--- config.mk ---
export PLATFORM = sky130hd
export DESIGN_NAME = tw_shift_unit
export DESIGN_NICKNAME = d
export VERILOG_FILES = /design/src/rtl/tw_pkg.sv /design/src/rtl/tw_edge_ctr.sv /design/src/rtl/tw_shifter.sv /design/src/rtl/tw_line_watch.sv /design/src/rtl/tw_shift_unit.sv
export SDC_FILE = /design/constraint.sdc
export NUM_CORES = 1
export LEC_CHECK = 0
export ABC_AREA = 1
export BUFFER_PORTS_ARGS = -buffer_cell sky130_fd_sc_hd__buf_2
export CAP_MARGIN = 15
export CORE_MARGIN = 1.5
export CORE_UTILIZATION = 30
export DETAILED_ROUTE_END_ITERATION = 16
export GPL_TIMING_DRIVEN = 0
export PLACE_DENSITY_LB_ADDON = 0.2
export SLEW_MARGIN = 20
export SYNTH_ARGS = -nofsm -noshare
export SYNTH_HDL_FRONTEND = slang
export SYNTH_SLANG_ARGS = --single-unit
export TNS_END_PERCENT = 20
--- constraint.sdc ---
create_clock -name clk -period 2 [get_ports clk]
set_clock_uncertainty 0.05 [all_clocks]
set_input_delay 0.2 -clock clk [delete_from_list [all_inputs] [get_ports clk]]
set_output_delay 0.2 -clock clk [all_outputs]
set_load 0.01 [all_outputs]
--- src/rtl/tw_pkg.sv ---
package tw_pkg;
    localparam int FLAG_N = 4;
    // flag order inside the status nibble, MSB first
    typedef struct packed {
        logic start;
        logic ovf;
        logic stop;
        logic coll;
    } tw_flags_t;
endpackage

--- src/rtl/tw_edge_ctr.sv ---
module tw_edge_ctr #(
    parameter int CNT_W = 4
) (
    input  logic             clk,
    input  logic             rst_n,
    input  logic             step,
    input  logic             load,
    input  logic [CNT_W-1:0] load_val,
    output logic [CNT_W-1:0] cnt,
    output logic             wrap
);
    localparam logic [CNT_W-1:0] ONE  = {{(CNT_W-1){1'b0}}, 1'b1};
    localparam logic [CNT_W-1:0] FULL = {CNT_W{1'b1}};

    typedef struct packed {
        logic [CNT_W-1:0] cnt;
    } ctr_t;

    ctr_t st_d, st_q;

    always_comb begin
        st_d = st_q;
        wrap = 1'b0;
        if (load) begin
            st_d.cnt = load_val;
        end else if (step) begin
            st_d.cnt = st_q.cnt + ONE;
            wrap     = (st_q.cnt == FULL);
        end
    end

    always_ff @(posedge clk or negedge rst_n) begin
        if (!rst_n) st_q <= '0;
        else        st_q <= st_d;
    end

    assign cnt = st_q.cnt;
endmodule

--- src/rtl/tw_shifter.sv ---
module tw_shifter #(
    parameter int DW = 8
) (
    input  logic          clk,
    input  logic          rst_n,
    input  logic          rise,
    input  logic          fall,
    input  logic          wr,
    input  logic [DW-1:0] wdata,
    input  logic          sda_in,
    output logic [DW-1:0] data,
    output logic          msb
);
    typedef struct packed {
        logic [DW-1:0] sh;
        logic          hold;
    } shf_t;

    shf_t st_d, st_q;

    always_comb begin
        st_d = st_q;
        if (rise) st_d.hold = sda_in;
        if (wr) begin
            st_d.sh = wdata;
        end else if (fall) begin
            st_d.sh = {st_q.sh[DW-2:0], st_q.hold};
        end
    end

    always_ff @(posedge clk or negedge rst_n) begin
        if (!rst_n) begin
            st_q.sh   <= '1;
            st_q.hold <= 1'b1;
        end else begin
            st_q <= st_d;
        end
    end

    assign data = st_q.sh;
    assign msb  = st_q.sh[DW-1];
endmodule

--- src/rtl/tw_line_watch.sv ---
module tw_line_watch (
    input  logic clk,
    input  logic rst_n,
    input  logic sda_in,
    input  logic scl_in,
    output logic start_seen,
    output logic stop_seen
);
    typedef struct packed {
        logic sda_prev;
    } lw_t;

    lw_t st_d, st_q;

    always_comb begin
        st_d.sda_prev = sda_in;
        start_seen    = scl_in &  st_q.sda_prev & ~sda_in;
        stop_seen     = scl_in & ~st_q.sda_prev &  sda_in;
    end

    always_ff @(posedge clk or negedge rst_n) begin
        if (!rst_n) st_q.sda_prev <= 1'b1;
        else        st_q          <= st_d;
    end
endmodule

--- src/rtl/tw_shift_unit.sv ---
module tw_shift_unit #(
    parameter int DW    = 8,
    parameter int CNT_W = 4
) (
    input  logic                      clk,
    input  logic                      rst_n,
    input  logic                      tick,
    input  logic                      scl_wr,
    input  logic                      scl_wval,
    input  logic                      port_sda,
    input  logic                      sts_wr,
    input  logic [CNT_W+tw_pkg::FLAG_N-1:0] sts_wdata,
    input  logic                      dat_wr,
    input  logic [DW-1:0]             dat_wdata,
    input  logic                      sda_in,
    input  logic                      scl_in,
    output logic                      sda_drive_low,
    output logic                      scl_drive_low,
    output logic [DW-1:0]             data_q,
    output logic [CNT_W+tw_pkg::FLAG_N-1:0] status_q
);
    import tw_pkg::*;

    typedef struct packed {
        logic      scl;
        tw_flags_t flags;
    } top_t;

    top_t st_d, st_q;

    logic             rise, fall, wrap, msb, start_seen, stop_seen, coll_hit;
    logic [CNT_W-1:0] cnt;
    tw_flags_t        clr_mask, set_mask;

    assign rise = tick & ~st_q.scl;
    assign fall = tick &  st_q.scl;

    tw_edge_ctr #(.CNT_W(CNT_W)) u_ctr (
        .clk(clk), .rst_n(rst_n), .step(tick), .load(sts_wr),
        .load_val(sts_wdata[CNT_W-1:0]), .cnt(cnt), .wrap(wrap)
    );

    tw_shifter #(.DW(DW)) u_shf (
        .clk(clk), .rst_n(rst_n), .rise(rise), .fall(fall), .wr(dat_wr),
        .wdata(dat_wdata), .sda_in(sda_in), .data(data_q), .msb(msb)
    );

    tw_line_watch u_lw (
        .clk(clk), .rst_n(rst_n), .sda_in(sda_in), .scl_in(scl_in),
        .start_seen(start_seen), .stop_seen(stop_seen)
    );

    always_comb begin
        coll_hit = rise & msb & port_sda & ~sda_in;
        clr_mask = sts_wr ? tw_flags_t'(sts_wdata[CNT_W +: FLAG_N]) : '0;
        set_mask = '{start: start_seen, ovf: wrap, stop: stop_seen, coll: coll_hit};

        st_d = st_q;
        if (scl_wr)    st_d.scl = scl_wval;
        else if (tick) st_d.scl = ~st_q.scl;
        st_d.flags = (st_q.flags & ~clr_mask) | set_mask;
    end

    always_ff @(posedge clk or negedge rst_n) begin
        if (!rst_n) begin
            st_q.scl   <= 1'b1;
            st_q.flags <= '0;
        end else begin
            st_q <= st_d;
        end
    end

    assign sda_drive_low = ~(port_sda & msb);
    assign scl_drive_low = ~st_q.scl;
    assign status_q      = {st_q.flags, cnt};
endmodule

== Word level (Yosys, flattened, before mapping) ==
Cells that the tools add are included.

* Eq/ne operators: 1
* Reduce and logical (&&, ||, !) cells: 3
* $add $sub $neg: 1
* Mux-type cells: 9
* Bitwise logic cells: 17

{| class="wikitable"
|+ Operator list
! operator !! count
|-
| $mux W8 || 2
|-
| $mux W4 || 3
|-
| $and A1 B1 Y1 || 10
|-
| $reduce_bool A2 Y1 || 3
|-
| $add A4 B1 Y4 const B || 1
|-
| $and A4 B4 Y4 || 1
|-
| $eq A4 B4 Y1 const B || 1
|-
| $mux W1 || 4
|-
| $not A1 Y1 || 4
|-
| $not A4 Y4 || 1
|-
| $or A4 B4 Y4 || 1
|}

* Output and inout bits: 18
* Bits of input ports: 26
* Register bits: 19
* Word-level logic and storage cells: 40

== Depth between registers and ports, before layout ==
* Word-level depth: 6
* Gate-level depth with buffers: 6
* Gate-level depth less buffers: 5

== Modules after synthesis ==
Synthesis repeated with hierarchy kept, for this count alone.

* Cell total of the unflattened synthesis: 124
* Area, all modules: 1046.0 um2

{| class="wikitable"
|+ By module, submodules not included
! module !! area each (um2) !! cells each !! times used !! seq. area each (um2)
|-
| tw_shifter || 491.7 || 56 || 1 || 236.5
|-
| tw_edge_ctr || 259.0 || 32 || 1 || 100.1
|-
| tw_shift_unit || 254.0 || 31 || 1 || 126.4
|-
| tw_line_watch || 41.3 || 5 || 1 || 26.3
|}

== Least setup slack after synthesis ==
OpenSTA, ideal clock, no wires.

* Path kind: reg2reg
* Start: register u_ctr.st_q, in the netlist u_ctr.cnt[0]
* End: register u_ctr.st_q, in the netlist u_ctr.cnt[2]
* Path buffers: 0
* Data arrival time: 878 ps
* Cell stages (with the launch flop): 4
* Path slack: 942 ps
* Clock period less this slack: 1058 ps
* Setup time: 129 ps
* Data required time: 1821 ps
* Cell sequence: dfrtp_1 > ha_1 > xnor2_1 > o21ai_0

* Word-level cells in the longest chain between the ends: 3

{| class="wikitable"
|+ RTL lines
! element !! line !! text
|-
| from (decl) || tw_edge_ctr.sv:19 || <nowiki>ctr_t st_d, st_q;</nowiki>
|-
| from (signal assigned) || tw_edge_ctr.sv:34 || <nowiki>else st_q <= st_d;</nowiki>
|-
| $add A4 B1 Y4 || tw_edge_ctr.sv:27 || <nowiki>st_d.cnt = st_q.cnt + ONE;</nowiki>
|-
| $mux W4 || tw_edge_ctr.sv:26 || <nowiki>end else if (step) begin</nowiki>
|-
| $mux W4 || tw_edge_ctr.sv:24 || <nowiki>if (load) begin</nowiki>
|}

Every way passes these cells. The select of a mux whose other input is x is not followed.
A chain may end at the register's enable or synchronous reset.

== Worst setup path after layout ==
* Start: register u_shf.st_q, in the netlist u_shf.data[7]
* End: output data_q[7]

{| class="wikitable"
|+ RTL lines
! element !! line !! text
|-
| from (decl) || tw_shifter.sv:19 || <nowiki>shf_t st_d, st_q;</nowiki>
|-
| from (signal assigned) || tw_shifter.sv:36 || <nowiki>st_q <= st_d;</nowiki>
|-
| to (decl) || tw_shift_unit.sv:19 || <nowiki>output logic [DW-1:0] data_q,</nowiki>
|}

No word-level cell between the ends.

==> run summary <==
Commonest cells after routing, fill and taps aside = nand2_1, buf_2, nand3_1, buf_4, dfstp_2
Number of instances in the synthesized netlist = 120
Effective utilization at floorplan = 32.1%
Routability cong. = 0.715
Total iterations of the first detailed-routing run = 4
Combined flip-flop and latch cell area = 489 um2
Net switching fraction of the power = 28.9%
Diode count = 0
Required time reported for the critical path endpoint = 1.75 ns
Number of cells in the design after placement = 205
Design area = 1300 um2
Portion of the post-synthesis area used by sequential elements = 49.2%
Non-filler instance count after layout = 211
Total length of routed met3 wires = 166 um
Sort of element at the end of the critical path = output port
Number of enable flip-flop cells after synthesis = 0
Area Overhead vs Synth = 30.8%
Net switching component of the power = 0.258 mW
Master cell of the clock root buffer = clkbuf_4
Core box area = 3100 um2
Cts repair resizes = 0
First-pass GRT wire length = 3430 um
Kind of start point of the critical path = flop
# port buffers = 41
Post-placement setup slack = 0.914 ns
Worst-path clk slew = 0.10 ns
Die outline height = 60.6 um
Vias after detailed routing = 900
Class of the worst hold path = primary input to flop
Share of layout cells above drive strength 1 = 43.7%
Synthesized area per cell = 8.29 um2
Overall power of the completed layout = 0.895 mW
Sum of overflow across all layers after global routing = 0
Final core utilization = 41.9%
Number of filler instances in the final layout = 343
Post-synth ARST share = 100%
Outcome = complete, no violations
FMAX = 0.754 GHz
Final setup violation count = 0
Worst setup slack for register-to-register paths = 0.88 ns
Pin count of the biggest net entering global routing = 20
Tightest slew margin relative to the limit = 71.5%
Synthesized net count = 147
Ys Warns = 0
Area after DPL = 1250 um2
Chip Width = 60.6 um
Average wire per standard cell = 10.1 um
Remaining antenna violation count = 0
Area occupied by multi-input gates = 359 um2
Multiplexer area fraction after synthesis = 0%
Number of pins exceeding their max-slew limit in the final report = 0
Sequential group share of total power = 54.0%
Pin slew with the least headroom to its limit = 0.428 ns
Worst-path maximum fanout = 4
Vias in the first global route = 803
Post-synthesis adder-cell area fraction = 1.26%
Number of register bits inferred by synthesis = 19
Nets@finish = 195
Number of distinct standard cells referenced by the synthesized netlist = 18
Xor-xnor portion of the synthesized cell area = 0.881%
Main combinational cell family by area after synthesis = simple AND/OR/NAND/NOR gates
Data arrival at the endpoint of the critical path = 1.08 ns
TritonCTS Buffers = 3
First DRT Iteration DRCs = 6
Synth Flop Type = dfstp_2
Tcrit/Tclk final = 66.3%
Detailed Place HPWL = 1610 um
Period minus WS final = 1.33 ns
Share of total power in combinational logic = 24.6%
Metal1 wirelength = 998 um
Endpoints failing hold = 0
Pwr Density = 687 nW/um2
Clock H-tree levels = 1
CTS tree = built
Clock Path Buffers = 2
Design internal power = 0.636 mW
Clock latency at the later pin of the worst-skew pair = 0.29 ns
Detail-routed via count per cell = 4.27
Clock power frac = 21.4%
Max rail drop VDD = 330 uV
Leakage dissipation = 0.698 nW
Setup TNS = 0 ns
Cell Area, Synth = 995 um2
RSZ-0062 raised after global routing = no
Global-route total usage across every layer = 12.5%
Routed met2 length = 944 um
Total Die Area = 3670 um2
IO Pins = 44
Simple-gate share of the synthesized area = 28.9%
Maximum Capacitance Violations = 0
Smallest hold slack = 0.0456 ns
Number of clock sinks seen by CTS = 19
Placement row count = 20
Initial antenna violation count = 0
Uppermost routed layer = met4
Setup Crit Path Kind = flop to output port
Post-synthesis compound-gate area fraction = 5.03%
DRT Wirelength = 2130 um
Final critical-path setup slack = 0.674 ns
Remaining design rule violation count = 0
## final timing paths
| check | from | end | cells past startpoint |
|---|---|---|---|
| max | u_shf.data[7] | data_q[7] | 2 |
| min | scl_wr | st_q[4] | 3 |
| max reg2reg | u_ctr.cnt[0] | u_ctr.cnt[2] | 3 |
| min reg2reg | status_q[4] | status_q[4] | 2 |
| max in group asynchronous | rst_n | u_lw.st_q | 2 |
| min in group asynchronous | rst_n | u_ctr.cnt[0] | 2 |
## power by group through the flow
stage | logic (mW) | registers (mW) | clock network [mW]
floorplan | 0.131 | 0.485 | 0
global placement | 0.217 | 0.488 | 0
detailed placement | 0.221 | 0.489 | 0
CTS | 0.225 | 0.483 | 0.203
global route | 0.248 | 0.490 | 0.221
finish | 0.220 | 0.483 | 0.192
## per-layer routing
metal  vias up  GRT usage (%)
li1        468              -
met5         -              0
met4         0           3.73
met3         4           4.26
met1       393           16.0
met2        35           20.3
## worst max-delay path: stages, from the launching register on
cell     delay, ns
dfstp_2       0.57
buf_4         0.10
buf_2         0.11
## cell families after synthesis
logic type / Yosys count
AO/OA/AOI/OAI: 8
AND/OR/NAND/NOR: 68
XOR/XNOR: 1
flip-flops: 19
adder cells (fa/ha/maj): 1
buffers and inverters: 23
## layout make-up
type	count	area share, %
sequential	19	37.6
timing repair buffer	43	17.3
clock buffer	4	2.02
inverter	9	2.60
multi-input combinational	78	27.6
buffer	14	8.65
tap	44	4.23
## cells in the mapped netlist (2+ instances only)
cell | number | share of area [%]
buf_6 | 2 | 2.3
nand2_1 | 41 | 15
dfstp_2 | 11 | 29
inv_2 | 3 | 1.1
nand3_1 | 22 | 11
o21ai_0 | 4 | 2.0
nor2_1 | 3 | 1.1
buf_4 | 12 | 9.1
dfrtp_1 | 8 | 20
inv_1 | 6 | 2.3
## repair_timing
item	4_1_cts	5_1_grt
hold buffers	2	0
setup buffers	0	0
endpoints found under the hold margin	9	0
## sequential cells by signal (all words and copies together) (netlist names)
name	flops
u_shf.data	8
st_q	1
u_ctr.cnt	4
u_shf.st_q	1
u_lw.st_q	1
status_q	4
Power figures use the tool's default switching activity.
